$ cat src/rtl/irq_qualifier.sv
module irq_qualifier #(
  parameter int LW = 3
) (
  input  logic                  clk,
  input  logic                  rst_n,
  input  logic [(1<<LW)-1:1]    irq_n,
  input  logic [LW-1:0]         mask,
  input  logic                  boundary,
  input  logic                  ack7,
  output logic                  pend,
  output logic [LW-1:0]         pend_lvl
);
  localparam int        TOP   = (1 << LW) - 1;
  localparam [LW-1:0]   TOP_V = LW'(TOP);

  logic [TOP:1] smp_a, smp_b;
  logic         old7;
  logic [TOP:1] live;
  logic         rise7, drop7, flag7;
  logic [LW-1:0] mask_q, best;

  // two falling-edge samples plus one extra history bit for the top line
  always_ff @(negedge clk or negedge rst_n) begin
    if (!rst_n) begin
      smp_a <= '1;
      smp_b <= '1;
      old7  <= 1'b1;
    end else begin
      smp_a <= irq_n;
      smp_b <= smp_a;
      old7  <= smp_b[TOP];
    end
  end

  assign live  = ~smp_a & ~smp_b;
  assign rise7 = live[TOP] & old7;
  assign drop7 = (mask_q == TOP_V) && (mask != TOP_V) && live[TOP];

  always_comb begin
    best = '0;
    for (int i = 1; i < TOP; i++)
      if (live[i] && (i > int'(mask))) best = LW'(i);
    if (flag7) best = TOP_V;
  end

  always_ff @(posedge clk or negedge rst_n) begin
    if (!rst_n) begin
      mask_q   <= '0;
      flag7    <= 1'b0;
      pend     <= 1'b0;
      pend_lvl <= '0;
    end else begin
      mask_q <= mask;
      if (rise7 || drop7) flag7 <= 1'b1;
      else if (ack7)      flag7 <= 1'b0;
      if (boundary) begin
        pend     <= (best != '0);
        pend_lvl <= best;
      end
    end
  end
endmodule


$ cat config.mk
export PLATFORM = sky130hd
export DESIGN_NAME = irq_qualifier
export DESIGN_NICKNAME = d
export VERILOG_FILES = /design/src/rtl/irq_qualifier.sv
export SDC_FILE = /design/constraint.sdc
export NUM_CORES = 1
export LEC_CHECK = 0
export BUFFER_PORTS_ARGS = -buffer_cell sky130_fd_sc_hd__clkbuf_2
export CAP_MARGIN = 10
export CORE_UTILIZATION = 53
export DETAILED_ROUTE_END_ITERATION = 12
export MAX_ROUTING_LAYER = met4
export PLACE_DENSITY = 0.76
export SYNTH_ARGS = -nofsm -noshare
export SYNTH_HDL_FRONTEND = slang
export SYNTH_SLANG_ARGS = --single-unit
$ cat constraint.sdc
create_clock -name clk -period 2 [get_ports clk]
set_input_delay 0.1 -clock clk [delete_from_list [all_inputs] [get_ports clk]]
set_output_delay 0.1 -clock clk [all_outputs]
set_load 0.05 [all_outputs]
# Word level (Yosys, flattened, before mapping)
# Index checks and enable logic that the tools add are counted.
# word_totals
ff_bits	23
# op_classes
order_cmp	6
n_eq_ne	2
mux	9
bitwise	4
n_reduce_logical	11
# ops
cell	count
2-to-1 mux 3 bit	6
NOT 7 bit	2
> comparator 3 bit (first input constant)	3
logical AND 1 bit	8
bitwise AND 7 bit	1
> comparator 2 x 3 -> 1 bit (first input constant)	2
equality test 3 bit (second input constant)	1
> comparator 1 x 3 -> 1 bit (first input constant)	1
2-to-1 mux 1 bit	3
inequality test 3 bit (second input constant)	1
nonzero test 3 bit	1
nonzero test 2 bit	1
bitwise AND 1 bit	1
logical OR 1 bit	1

# Logic depth before layout (Yosys ltp)
# logic_depth
ltp_word	11
ltp_mapped	4
mapped_depth_nobuf	4

==> metrics.md <==
| Metric | Value |
|---|---|
| Critical Path RT | 2.25 ns |
| HP Class | in2reg |
| Share of the synthesized area in the top cell type | 49.5% |
| Crit. path cell count | 4 |
| Storage cell area | 594 um2 |
| First-pass GRT wire length | 2270 um |
| Residual DRC count | 0 |
| Largest net degree at the start of global routing | 20 |
| Syn nets | 66 |
| Cells after DPL | 87 |
| Static leakage | 0.528 nW |
| Max Cap Viol | 0 |
| Synth area leader | dfstp_2 |
| Final Hold Vio Count | 0 |
| Clock transition at the registers of the reported paths | 0.13 ns |
| Post-layout worst setup margin | -0.332 ns |
| Vias | 578 |
| Die width | 40.8 um |
| #FFs+latches synth | 23 |
| # clock sinks | 23 |
| Syn avg cell area | 15.3 um2 |
| CTS Buffer Depth | 2 |
| Total gr overflow | 0 |
| Failing checks | negative setup slack |
| Core Box Area | 1350 um2 |
| Maximum VDD drop | 0.622 mV |
| Largest cells by area after synthesis | dfstp_2 (50%), dfrtp_1 (25%), a211oi_1 (2.8%) |
| Critical-path top delay cell | or4_4 |
| Crit path kind | reg2reg |
| Ant diodes | 0 |
| Design area | 1110 um2 |
| Area of the multi-input gates | 245 um2 |
| Htree depth | 1 |
| Crit-path cells | or4_4, o31ai_4, a211oi_2, a21oi_2 |
| Worst-Margin Slew | 0.428 ns |
| CP Launch Type | flop |
| Fill cell count | 90 |
| CP Capture Type | flop |
| RSZ-0062 raised after global routing | true |
| Routed WL | 1560 um |
| Vias in the first global route | 547 |
| Yosys warns | 0 |
| Initial core utilization | 58.9% |
| Critical path arrival | 2.59 ns |
| First DRT Iteration DRCs | 5 |
| EDFF count, synth | 0 |
| Fraction of registers with async set/reset | 100% |
| Setup violators final | 4 |
| Status | finished with violations |
| WP buf/inv | 0 |
| Power density over cell area | 884 nW/um2 |
| Final Util | 82.6% |
| DR WL/cell | 14.0 um |
| Non-filler cells, final | 111 |
| Layout cell share with drive strength beyond 1 | 54.2% |
| Routed Antenna Nets | 0 |
| Worst slew margin | 71.5% |
| Crit path max fanout | 2 |
| PortBufs | 17 |
| I/O pin cnt | 18 |
| CTS buffer count | 3 |
| GRT Util Overall | 22.5% |
| Area Growth Syn to Fin | 40.1% |
| Synth cell types | 19 |
| Worst Skew | 0.0629 ns |
| Hold Path Cell Cnt | 2 |
| Count leader, synth | dfstp_2 |
| Tot Pwr | 0.986 mW |
| Final nets | 111 |
| DIE AREA | 1660 um2 |
| Hold WS | 0.0519 ns |
| Fin. max-slew vios | 0 |
| Initial antenna violation count | 0 |
| Num rows | 13 |
| Drt pass-1 iters | 4 |
| Synth Cell Area | 796 um2 |
| Area post-placement | 927 um2 |
| Clk_lat worst skew | 0.37 ns |
| DIE HEIGHT | 40.8 um |
| Sequential-to-total area share from yosys stat | 74.7% |
| Max stage delay on crit path | 0.42 ns |
| CP delay by family, top | compound AO/OA/AOI/OAI gates |
| CTS tree | built |
| Routed vias/inst | 5.21 |
| Synth Flop Type | dfstp_2 |
| Root buf cell | clkbuf_4 |
| Synth top cells by count | dfstp_2 (15), dfrtp_1 (8), nor2_1 (6) |
| Syn Inst Count | 52 |
| R2R cell count | 4 |
| RD Place Congestion | 0.728 |
==> sequential cells by signal, summed over array words and instances, names as in the netlist <==
register and cells:
flag7 1, smp_b 7, pend 1, mask_q 3
smp_a 7, old7 1, pend_lvl 3
==> metrics by stage <==
| step | TNS, ns | setup slack (ns) |
|---|---|---|
| 2_1_floorplan | -0.601 | -0.244 |
| 3_3_place_gp | -0.922 | -0.300 |
| 3_5_place_dp | -0.954 | -0.298 |
| 4_1_cts | -1.16 | -0.338 |
| 5_1_grt | -1.38 | -0.381 |
| 6_report | -1.13 | -0.332 |
==> metal layers <==
metal | part of all wire [%] | global-route usage [%]
met3 | 3.4 | 4.89
met5 | 0 | -
met4 | 2.6 | 12.5
met2 | 50 | 36.9
met1 | 44 | 25.4
==> cells in the final DEF, fill, tap and decap left out, types with 2 or more instances in the layout <==
| cell type | count |
|---|---|
| dfstp_2 | 15 |
| dlygate4sd3_1 | 5 |
| o41ai_2 | 2 |
| buf_4 | 3 |
| inv_1 | 16 |
| a21oi_2 | 2 |
| clkbuf_2 | 17 |
| dfrtp_1 | 8 |
| nor2_1 | 4 |
| a211oi_2 | 2 |
| clkbuf_4 | 3 |
| nor2_2 | 2 |
==> cell families (layout without fill, tap and decap cells) <==
kind of cell	Yosys count	after routing	share of synthesized area, %
AOI/OAI and AO/OA	16	16	17.1
buffers and inverters	2	46	0.944
DFF	23	23	74.7
and+or+nand+nor	11	11	7.23
==> worst paths after layout <==
check	from	end	slack [ns]
max	smp_b[1]	pend_lvl[0]	-0.33
max in group asynchronous	rst_n	smp_a[2]	0.45
min in group asynchronous	rst_n	pend_lvl[2]	0.25
max reg2reg	smp_b[1]	pend_lvl[0]	-0.33
min	boundary	pend_lvl[0]	0.05
min reg2reg	smp_a[3]	smp_b[3]	0.36
==> repair_timing <==
item / 4_1_cts / 5_1_grt
setup endpoints to repair: 4 / 4
gates resized for setup: 2 / 9
setup buffers: 1 / 0
hold endpoints to repair: 7 / 0
hold buffers: 5 / 0
pin swaps: 2 / 7
==> power by group <==
part | switching, mW | total [mW] | internal (mW) | leakage, nW
Combinational | 0.0905 | 0.144 | 0.0532 | 0.180
Sequential | 0.0207 | 0.531 | 0.510 | 0.250
Clock | 0.198 | 0.311 | 0.113 | 0.0976
==> layout make-up <==
class / count / area share (%)
clock buffers: 3 / 2.02
clock inverters: 16 / 5.50
inverters: 1 / 0.337
multi-input cells: 27 / 22.0
flip-flops and latches: 23 / 53.3
well taps: 15 / 1.68
repair buffers: 26 / 15.2
(Power assumes the default switching activity.)
